### config.mk
export PLATFORM = sky130hd
export DESIGN_NAME = sema_gates
export DESIGN_NICKNAME = d
export VERILOG_FILES = /design/src/rtl/sema_pkg.sv /design/src/rtl/sema_key_fsm.sv /design/src/rtl/sema_gate_bank.sv /design/src/rtl/sema_gates.sv
export SDC_FILE = /design/constraint.sdc
export NUM_CORES = 1
export LEC_CHECK = 0
export ABC_AREA = 1
export CORE_MARGIN = 3
export CORE_UTILIZATION = 40
export CTS_CLUSTER_SIZE = 25
export DETAILED_ROUTE_END_ITERATION = 7
export GPL_TIMING_DRIVEN = 0
export PLACE_DENSITY = 0.63
export SYNTH_ARGS = -nofsm -noshare
export SYNTH_HDL_FRONTEND = slang
export SYNTH_SLANG_ARGS = --single-unit
export TNS_END_PERCENT = 20
### constraint.sdc
create_clock -name clk -period 14.2 [get_ports clk]
set_input_delay 4.26 -clock clk [delete_from_list [all_inputs] [get_ports clk]]
set_output_delay 4.26 -clock clk [all_outputs]
set_load 0.005 [all_outputs]
### src/rtl/sema_pkg.sv
package sema_pkg;
  localparam int unsigned ADDR_W = 7;
  localparam int unsigned DATA_W = 16;
  localparam logic [ADDR_W-1:0] GRST_ADDR = 7'h40;
  localparam logic [ADDR_W-1:0] NRST_ADDR = 7'h41;
  localparam logic [7:0] GATE_KEY_A = 8'hE2;
  localparam logic [7:0] GATE_KEY_B = 8'h1D;
  localparam logic [7:0] NTFY_KEY_A = 8'h47;
  localparam logic [7:0] NTFY_KEY_B = 8'hB8;
  localparam logic [7:0] ALL_CODE   = 8'd64;

  typedef enum logic [1:0] {
    KS_IDLE  = 2'b00,
    KS_ARMED = 2'b01
  } key_state_e;
endpackage

### src/rtl/sema_key_fsm.sv
module sema_key_fsm
  import sema_pkg::*;
#(
  parameter logic [7:0] KEY_A = 8'hE2,
  parameter logic [7:0] KEY_B = 8'h1D,
  parameter int MID_W = 1
) (
  input  logic             clk,
  input  logic             rst_n,
  input  logic             wr_en,
  input  logic [15:0]      wdata,
  input  logic [MID_W-1:0] mid,
  output logic             fire,
  output logic [7:0]       tgt,
  output logic [15:0]      rd_word
);
  key_state_e       state_q, state_d;
  logic [MID_W-1:0] mid_q, mid_d;
  logic [7:0]       last_q, last_d;
  logic             reg_en;
  logic [1:0]       st_bits;
  logic [3:0]       mid_ext;

  always_comb begin
    state_d = state_q;
    mid_d   = mid_q;
    last_d  = last_q;
    fire    = 1'b0;
    tgt     = wdata[15:8];
    case (state_q)
      KS_IDLE: begin
        if (wr_en && wdata[7:0] == KEY_A) begin
          state_d = KS_ARMED;
          mid_d   = mid;
        end
      end
      default: begin
        if (wr_en) begin
          state_d = KS_IDLE;
          if (wdata[7:0] == KEY_B && mid == mid_q) begin
            fire   = 1'b1;
            last_d = wdata[15:8];
          end
        end
      end
    endcase
  end

  assign reg_en  = wr_en;
  assign st_bits = state_q;
  assign mid_ext = 4'(mid_q);
  assign rd_word = {last_q, 2'b00, st_bits, mid_ext};

  always_ff @(posedge clk or negedge rst_n) begin
    if (!rst_n) begin
      state_q <= KS_IDLE;
      mid_q   <= '0;
      last_q  <= '0;
    end else if (reg_en) begin
      state_q <= state_d;
      mid_q   <= mid_d;
      last_q  <= last_d;
    end
  end

  assert_arm_returns_idle_R8: assert property (@(posedge clk) disable iff (!rst_n)
    (state_q == KS_ARMED && wr_en) |=> (state_q == KS_IDLE));

  assert_idle_needs_key_R6: assert property (@(posedge clk) disable iff (!rst_n)
    (state_q == KS_IDLE && !(wr_en && wdata[7:0] == KEY_A)) |=> (state_q == KS_IDLE));

  assert_last_only_on_fire_R6: assert property (@(posedge clk) disable iff (!rst_n)
    (!fire) |=> $stable(last_q));
endmodule

### src/rtl/sema_gate_bank.sv
module sema_gate_bank
  import sema_pkg::*;
#(
  parameter int NUM_GATES   = 16,
  parameter int NUM_MASTERS = 2,
  parameter int MID_W       = 1,
  parameter int GIDX_W      = 4
) (
  input  logic                   clk,
  input  logic                   rst_n,
  input  logic                   gate_we,
  input  logic [GIDX_W-1:0]      gate_idx,
  input  logic [7:0]             tag,
  input  logic [MID_W-1:0]       mid,
  input  logic                   grst_fire,
  input  logic [7:0]             grst_tgt,
  input  logic                   nrst_fire,
  input  logic [7:0]             nrst_tgt,
  output logic [NUM_GATES*8-1:0] gate_flat,
  output logic [NUM_MASTERS-1:0] irq
);
  logic [7:0]           gate_q [NUM_GATES];
  logic [7:0]           gate_d [NUM_GATES];
  logic [NUM_GATES-1:0] gate_en;
  logic [NUM_GATES-1:0] flag_q [NUM_MASTERS];
  logic [NUM_GATES-1:0] flag_d [NUM_MASTERS];
  logic [NUM_MASTERS-1:0] flag_en;
  logic [NUM_GATES-1:0] free_v;
  logic [7:0]           my_tag;

  assign my_tag = 8'(mid) + 8'd1;

  always_comb begin
    for (int g = 0; g < NUM_GATES; g++) begin
      logic hit, rst_hit;
      hit       = gate_we && (gate_idx == GIDX_W'(g));
      rst_hit   = grst_fire && (grst_tgt >= ALL_CODE || grst_tgt == 8'(g));
      gate_d[g] = gate_q[g];
      if (rst_hit) begin
        gate_d[g] = 8'd0;
      end else if (hit) begin
        if (gate_q[g] == 8'd0 && tag == my_tag)
          gate_d[g] = tag;
        else if (gate_q[g] != 8'd0 && tag == 8'd0 && gate_q[g] == my_tag)
          gate_d[g] = 8'd0;
      end
      gate_en[g] = hit || rst_hit;
      free_v[g]  = (gate_q[g] == 8'd0);
      gate_flat[g*8 +: 8] = gate_q[g];
    end
  end

  always_comb begin
    for (int m = 0; m < NUM_MASTERS; m++) begin
      flag_d[m] = flag_q[m];
      for (int g = 0; g < NUM_GATES; g++) begin
        if (nrst_fire && (nrst_tgt >= ALL_CODE || nrst_tgt == 8'(g)))
          flag_d[m][g] = 1'b0;
        else if (gate_we && gate_idx == GIDX_W'(g) && mid == MID_W'(m) &&
                 tag == my_tag && gate_q[g] != 8'd0 && gate_q[g] != my_tag)
          flag_d[m][g] = 1'b1;
      end
      flag_en[m] = gate_we || nrst_fire;
      irq[m]     = |(flag_q[m] & free_v);
    end
  end

  always_ff @(posedge clk or negedge rst_n) begin
    if (!rst_n) begin
      for (int g = 0; g < NUM_GATES; g++) gate_q[g] <= '0;
    end else begin
      for (int g = 0; g < NUM_GATES; g++)
        if (gate_en[g]) gate_q[g] <= gate_d[g];
    end
  end

  always_ff @(posedge clk or negedge rst_n) begin
    if (!rst_n) begin
      for (int m = 0; m < NUM_MASTERS; m++) flag_q[m] <= '0;
    end else begin
      for (int m = 0; m < NUM_MASTERS; m++)
        if (flag_en[m]) flag_q[m] <= flag_d[m];
    end
  end

  for (genvar g = 0; g < NUM_GATES; g++) begin : g_gate_chk
    assert_locked_hold_R3: assert property (@(posedge clk) disable iff (!rst_n)
      (gate_q[g] != 8'd0) |=> (gate_q[g] == $past(gate_q[g]) || gate_q[g] == 8'd0));

    assert_owner_release_R4: assert property (@(posedge clk) disable iff (!rst_n)
      (gate_q[g] != 8'd0 && !grst_fire &&
       !(gate_we && gate_idx == GIDX_W'(g) && tag == 8'd0 && (8'(mid) + 8'd1) == gate_q[g]))
      |=> (gate_q[g] == $past(gate_q[g])));

    for (genvar m = 0; m < NUM_MASTERS; m++) begin : g_flag_chk
      assert_notify_cause_R9: assert property (@(posedge clk) disable iff (!rst_n)
        $rose(flag_q[m][g]) |-> $past(gate_we && gate_idx == GIDX_W'(g) &&
                                      mid == MID_W'(m) && gate_q[g] != 8'd0));
    end
  end
endmodule

### src/rtl/sema_gates.sv
module sema_gates
  import sema_pkg::*;
#(
  parameter int NUM_GATES   = 16,
  parameter int NUM_MASTERS = 2,
  localparam int MID_W = (NUM_MASTERS > 1) ? $clog2(NUM_MASTERS) : 1
) (
  input  logic                   clk,
  input  logic                   rst_n,
  input  logic                   bus_we,
  input  logic [ADDR_W-1:0]      bus_addr,
  input  logic [DATA_W-1:0]      bus_wdata,
  input  logic [MID_W-1:0]       bus_mid,
  output logic [DATA_W-1:0]      bus_rdata,
  output logic [NUM_MASTERS-1:0] irq
);
  localparam int GIDX_W = (NUM_GATES > 1) ? $clog2(NUM_GATES) : 1;

  logic [1:0]             rsync_q;
  logic                   rst_n_int;
  logic                   gate_sel, gate_we, grst_we, nrst_we;
  logic [GIDX_W-1:0]      gidx;
  logic                   grst_fire, nrst_fire;
  logic [7:0]             grst_tgt, nrst_tgt;
  logic [15:0]            grst_word, nrst_word;
  logic [NUM_GATES*8-1:0] gate_flat;

  always_ff @(posedge clk or negedge rst_n) begin
    if (!rst_n) rsync_q <= 2'b00;
    else        rsync_q <= {rsync_q[0], 1'b1};
  end
  assign rst_n_int = rsync_q[1];

  assign gate_sel = (bus_addr < ADDR_W'(NUM_GATES));
  assign gidx     = bus_addr[GIDX_W-1:0];
  assign gate_we  = bus_we && gate_sel;
  assign grst_we  = bus_we && (bus_addr == GRST_ADDR);
  assign nrst_we  = bus_we && (bus_addr == NRST_ADDR);

  sema_key_fsm #(.KEY_A(GATE_KEY_A), .KEY_B(GATE_KEY_B), .MID_W(MID_W)) u_grst (
    .clk(clk), .rst_n(rst_n_int), .wr_en(grst_we), .wdata(bus_wdata), .mid(bus_mid),
    .fire(grst_fire), .tgt(grst_tgt), .rd_word(grst_word));

  sema_key_fsm #(.KEY_A(NTFY_KEY_A), .KEY_B(NTFY_KEY_B), .MID_W(MID_W)) u_nrst (
    .clk(clk), .rst_n(rst_n_int), .wr_en(nrst_we), .wdata(bus_wdata), .mid(bus_mid),
    .fire(nrst_fire), .tgt(nrst_tgt), .rd_word(nrst_word));

  sema_gate_bank #(
    .NUM_GATES(NUM_GATES), .NUM_MASTERS(NUM_MASTERS), .MID_W(MID_W), .GIDX_W(GIDX_W)
  ) u_bank (
    .clk(clk), .rst_n(rst_n_int), .gate_we(gate_we), .gate_idx(gidx),
    .tag(bus_wdata[7:0]), .mid(bus_mid),
    .grst_fire(grst_fire), .grst_tgt(grst_tgt),
    .nrst_fire(nrst_fire), .nrst_tgt(nrst_tgt),
    .gate_flat(gate_flat), .irq(irq));

  always_comb begin
    bus_rdata = '0;
    if (gate_sel)                    bus_rdata = {8'h00, gate_flat[gidx*8 +: 8]};
    else if (bus_addr == GRST_ADDR)  bus_rdata = grst_word;
    else if (bus_addr == NRST_ADDR)  bus_rdata = nrst_word;
  end

  assert_irq_quiet_in_reset_R1: assert property (@(posedge clk)
    (!rst_n_int) |-> (irq == '0));
endmodule

After elaboration in Yosys (flattened, before gate mapping)
Cells that the tools add are included.
Cells by class
  equal/unequal tests: 73
  muxes and demuxes: 141
  reductions and logical operators: 421
  bitwise logic cells: 5
  add/subtract/negate cells: 1
  order comparisons: 2
  shifts and indexed selects: 1
Operators with widths (count)
  $mux W8: 64
  $logic_and A1 B1 Y1: 231
  $logic_not A8 Y1: 18
  $eq A8 B8 Y1: 17
  $ne A8 B8 Y1: 16
  $reduce_bool A8 Y1: 16
  $shiftx A128 B8 Y8: 1
  $reduce_bool A2 Y1: 48
  $mux W1: 70
  $reduce_and A2 Y1: 34
  $eq A8 B4 Y1 const B: 8
  $reduce_and A3 Y1: 20
  $mux W16: 3
  $reduce_bool A3 Y1: 16
  $logic_or A1 B1 Y1: 33
  $and A16 B16 Y16: 2
  $eq A4 B4 Y1 const B: 8
  $eq A8 B3 Y1 const B: 4
  $reduce_or A16 Y1: 2
  $eq A4 B3 Y1 const B: 4
  $eq A8 B2 Y1 const B: 2
  $eq A8 B8 Y1 const B: 2
  $eq A7 B7 Y1 const B: 2
  $eq A4 B2 Y1 const B: 2
  other kinds (13): 21
Word-level totals
  logic and storage cells: 699
  register bits: 184
  bits of input ports: 27

Longest topological paths before layout
Gate-level depths: netlist of run 1.
  depth in word-level cells: 9
  depth in mapped cells: 13

Cells and area by module
A second synthesis of run 1 with hierarchy kept.
Unflattened totals
  cell total of the unflattened synthesis: 1774
  area, all modules: 11711.2 µm²
By module, submodules not included
  sema_gate_bank: times used 1, cells an instance 1157, area an instance 8445.6 µm²
  sema_gates: times used 1, cells an instance 452, area an instance 1958.1 µm²
  sema_key_fsm at u_nrst: times used 1, cells an instance 83, area an instance 655.6 µm²
  sema_key_fsm at u_grst: times used 1, cells an instance 82, area an instance 651.9 µm²

Least setup slack after synthesis of run 1
No wires, ideal clock.
  path kind: in2out
  from: in bus_addr[0]
  to: out bus_rdata[4]
  path slack: 4.736 ns
  arrival time: 5.204 ns
  stages: 10
  cells stage by stage: inv_1 > nand2_1 > inv_1 > clkbuf_1 > nand2_1 > nand4_1 > nand2_1 > nand3_1 > nor2_1 > nor2_1
Between the ends
  longest elaborated chain between the ends: 4
RTL lines
  from (decl): RTL line sema_gates.sv:11  | input logic [ADDR_W-1:0] bus_addr,
  parallel branches: the longest is 3 deep, another holds $shiftx A128 B8 Y8
  $mux W16 (*): RTL line sema_gates.sv:59  | if (gate_sel) bus_rdata = {8'h00, gate_flat[gidx*8 +: 8]};
  to (decl): RTL line sema_gates.sv:14  | output logic [DATA_W-1:0] bus_rdata,
Mark *: on every way between the ends.

Worst setup path after layout of run 1
  from: in bus_addr[1]
  to: out bus_rdata[3]
Between the ends
  longest elaborated chain between the ends: 3
RTL lines (RTL line)
  parallel branches: the longest is 2 deep, another holds $shiftx A128 B8 Y8
  $mux W16 (*): sema_gates.sv:59
Marked as above.

==> summary.txt, run 1 <==
Final layout
  • Layout Nets: ~1600
  • Layout Utilization: 47.0%
  • Fill cell instance count of the final layout: approximately 2600
  • Diodes inserted: 0
  • Final Instance Area: roughly 12000 um^2
  • Area delta synth->final: 14.7%
  • Leading cell type in the layout, fill and taps excluded: nand2_1
  • Commonest cells after routing, fill and taps aside: nand2_1 (399), nor2_1 (287), inv_1 (283)
  • Layout cells sized above 1: around 4.7%

Drt
  • Post-DRT Antenna Nets: 0
  • Average vias per placed instance: slightly above 5
  • Via Count: between 10000 and 15000
  • Average routed wire per standard cell: ~17 um
  • Drc violations: 0
  • Drt first pass iters: 7
  • Total Wirelength: 32800 um
  • Number of DRC markers after the initial detailed-route iteration: about 960

Worst setup path
  • Critical path type: primary input to primary output
  • Critical path data arrival time: roughly 7300 ps
  • CP max-delay cell: clkdlybuf4s50_1
  • Crit-path cells: clkdlybuf4s50_1 > inv_1 > nand2_1 > clkbuf_1 > o22ai_1 > o21ai_0 > nand2_1 > nor2_1 > nor2_1 > clkdlybuf4s50_1
  • Highest net fanout along the worst path: 10
  • Worst setup EP type: primary output
  • Critical Path Max Stage Delay: slightly above 600 ps
  • Required time of the critical path: 9940 ps
  • Critical path startpoint category: primary input

Clock tree
  • Count of instances resized after the clock tree is built: 0
  • Clock latency on the worst-skew pair: between 400 and 500 ps
  • Clock tree root buffer cell: clkbuf_16
  • Max H-tree Level: 4
  • Clock transition at path regs: approximately 90 ps
  • Post-CTS Hold Fix Bufs: 0
  • Buffer depth of the longest clock path: 2
  • Cts bufs inserted: 17
  • TritonCTS clock tree: done
  • Buffer count from post-CTS setup fixing: 0
  • Number of sinks handled by clock tree synthesis: 182

Die
  • Die Width: between 150 and 200 um
  • Number of cell rows: 58
  • Core region area: ~25000 um^2
  • Number of top-level pins: 45
  • Die outline height: around 170 um
  • Initial core utilization: 41.0%
  • Total die area: around 28000 um^2

Global route
  • Gr usage total: about a quarter
  • Vias in the first global route: 9623
  • Total congestion overflow: 0
  • Maximum number of pins on one net before global-route repair: 67
  • Wire length of the first global-routing pass: between 50000 and 60000 um
  • Number of antenna violations at the first check in global routing: 0

Yosys
  • Post-synthesis average cell area: between 6 and 7 um^2
  • Synth warn: 0
  • Yosys cell types: 33
  • Syn_nets: ~1600
  • Cell area after synthesis: approximately 10000 um^2
  • Gate count of the mapped netlist: approximately 1600
  • Number of synthesized register bits: around 180
  • Sequential fraction of the synthesis area: a little over two fifths

Timing
  • Endpoints failing hold: 0
  • Transition at the pin with the smallest max-transition slack: 826 ps
  • Fin. max-slew vios: 0
  • Ratio of final minimum period to clock period: between 80% and 90%
  • Max Freq: about 86 MHz
  • Setup TNS after final layout: 0 ps
  • Unrepaired setup endpoints after global routing: false
  • Final setup viols: 0
  • Remaining max-slew budget at the tightest pin: between 40% and 50%
  • Clock period minus final worst setup slack: about 12000 ps
  • Worst Skew: 24.8 ps

Power
  • Pwr dens: approximately 90 nW/um^2
  • Leakage Power: about 6.7 nW
  • Worst VDD drop: around 0.060 mV
  • Total Power Consumption: 0.00109 W

Placed design
  • HPWL Detailed: 25100 um
  • Number of buffer cells added on primary ports: 43
  • Placed cell areas: between 10000 and 15000 um^2
  • Routability cong.: about 0.95

Run status
  • Result of the run: finished, final reports clean

Job
  • Max-cap check violation count: 0

Min path
  • Type of the worst min-delay path: flop to flop
worst paths after layout:
| kind | from | to | slack (ps) | cells after the start |
|---|---|---|---|---|
| max reg2reg | u_grst.mid_q | u_bank.gate_flat[107] | 12020 | 8 |
| min reg2reg | rsync_q[0] | rsync_q[1] | 360 | 0 |
| max in group asynchronous | rst_n | rsync_q[1] | 10120 | 1 |
| min in group asynchronous | rsync_q[1] | u_bank.gate_flat[84] | 380 | 0 |
| max | bus_addr[1] | bus_rdata[3] | 2610 | 10 |
| min | rsync_q[0] | rsync_q[1] | 360 | 0 |
worst max-delay path, delay by kind of cell:
| kind | cells | cell delay [ps] |
|---|---|---|
| buf+inv | 4 | 1780 |
| simple gates | 4 | 630 |
| compound gates | 2 | 650 |
kinds of logic after synthesis:
| kind of cell | count (synthesis) | synth area share [%] |
|---|---|---|
| and+or+nand+nor | 861 | 34.1 |
| xor gates and xnor gates | 1 | 0.0842 |
| DFF | 182 | 43.8 |
| buffers and inverters | 336 | 12.4 |
| other | 1 | 0.0361 |
| AOI/OAI and AO/OA | 173 | 9.65 |
area by class of cell:
class | count | area (um^2) | area share, %
well taps | 330 | 413 | 3.46
clock inverters | 15 | 199 | 1.67
repair buffers | 45 | 485 | 4.07
multi-input cells | 1036 | 4560 | 38.2
inverters | 297 | 1110 | 9.35
clock buffers | 17 | 425 | 3.57
flip-flops and latches | 182 | 4560 | 38.2
plain buffers | 39 | 173 | 1.45
stage by stage:
stage | worst slack, ps | instances | hold slack [ps]
after detailed placement | 2690 | 1929 | 337
after global routing | 2490 | 1961 | 362
after floorplan | 4740 | 1554 | 331
after CTS | 2680 | 1961 | 359
after global placement | 2690 | 1927 | 336
final | 2610 | 1961 | 355
routing by layer:
layer | track usage (%) | wire length (um)
met1 | 32.5 | 14400
met2 | 38.0 | 15000
met3 | 4.58 | 2460
met4 | 7.44 | 892
met5 | 0 | 0
state kept, by name, indices dropped and copies added (netlist names):
register,cells
u_bank.gate_flat,128
u_bank.flag_q,32
u_grst.last_q,8
u_nrst.last_q,8
rsync_q,2
u_grst.mid_q,1
u_grst.st_bits,1
u_nrst.mid_q,1
u_nrst.st_bits,1
report_power, final:
| part | switching (W) | internal [W] | total, W |
|---|---|---|---|
| registers | 0.00000356 | 0.000519 | 0.000523 |
| logic | 0.0000519 | 0.0000176 | 0.0000695 |
| clock network | 0.000254 | 0.000242 | 0.000496 |
synthesized netlist by cell type, drive strengths merged:
master / count / area share [%]
nand4: 15 / 0.90
nor3b: 1 / 0.072
nand3: 95 / 4.6
buf: 16 / 0.83
nor4: 3 / 0.18
nand2: 407 / 15
a32o: 8 / 0.77
nor3: 39 / 2.0
inv: 293 / 11
xor2: 1 / 0.084
clkbuf: 23 / 0.83
a22oi: 19 / 1.4
o22ai: 27 / 1.6
nand3b: 3 / 0.22
o21a: 2 / 0.14
or2: 1 / 0.060
a21oi: 41 / 2.0
o2111ai: 2 / 0.17
a22o: 1 / 0.084
conb: 1 / 0.036
nor2: 296 / 11
and2: 1 / 0.060
o21ai: 73 / 3.5
dfrtp: 182 / 44
clkinv: 4 / 0.14
No activity file was read; power rests on OpenSTA's default activity.
==> inputs of run 2 (changes only) <==
==> constraint.sdc (replaced) <==
create_clock -name clk -period 11.3 [get_ports clk]
set_input_delay 3.39 -clock clk [delete_from_list [all_inputs] [get_ports clk]]
set_output_delay 3.39 -clock clk [all_outputs]
set_load 0.005 [all_outputs]
==> results of run 2 <==
The final DEF is identical to that of run 1. Status: finished, final reports clean.
Main changes from that run: setup slack after placement 2690 ps -> 1530 ps; setup slack after layout 2610 ps -> 1450 ps; register-to-register setup slack 12020 ps -> 9120 ps; total power 0.00109 W -> 0.00137 W; worst IR drop on VDD 0.0598 mV -> 0.0752 mV
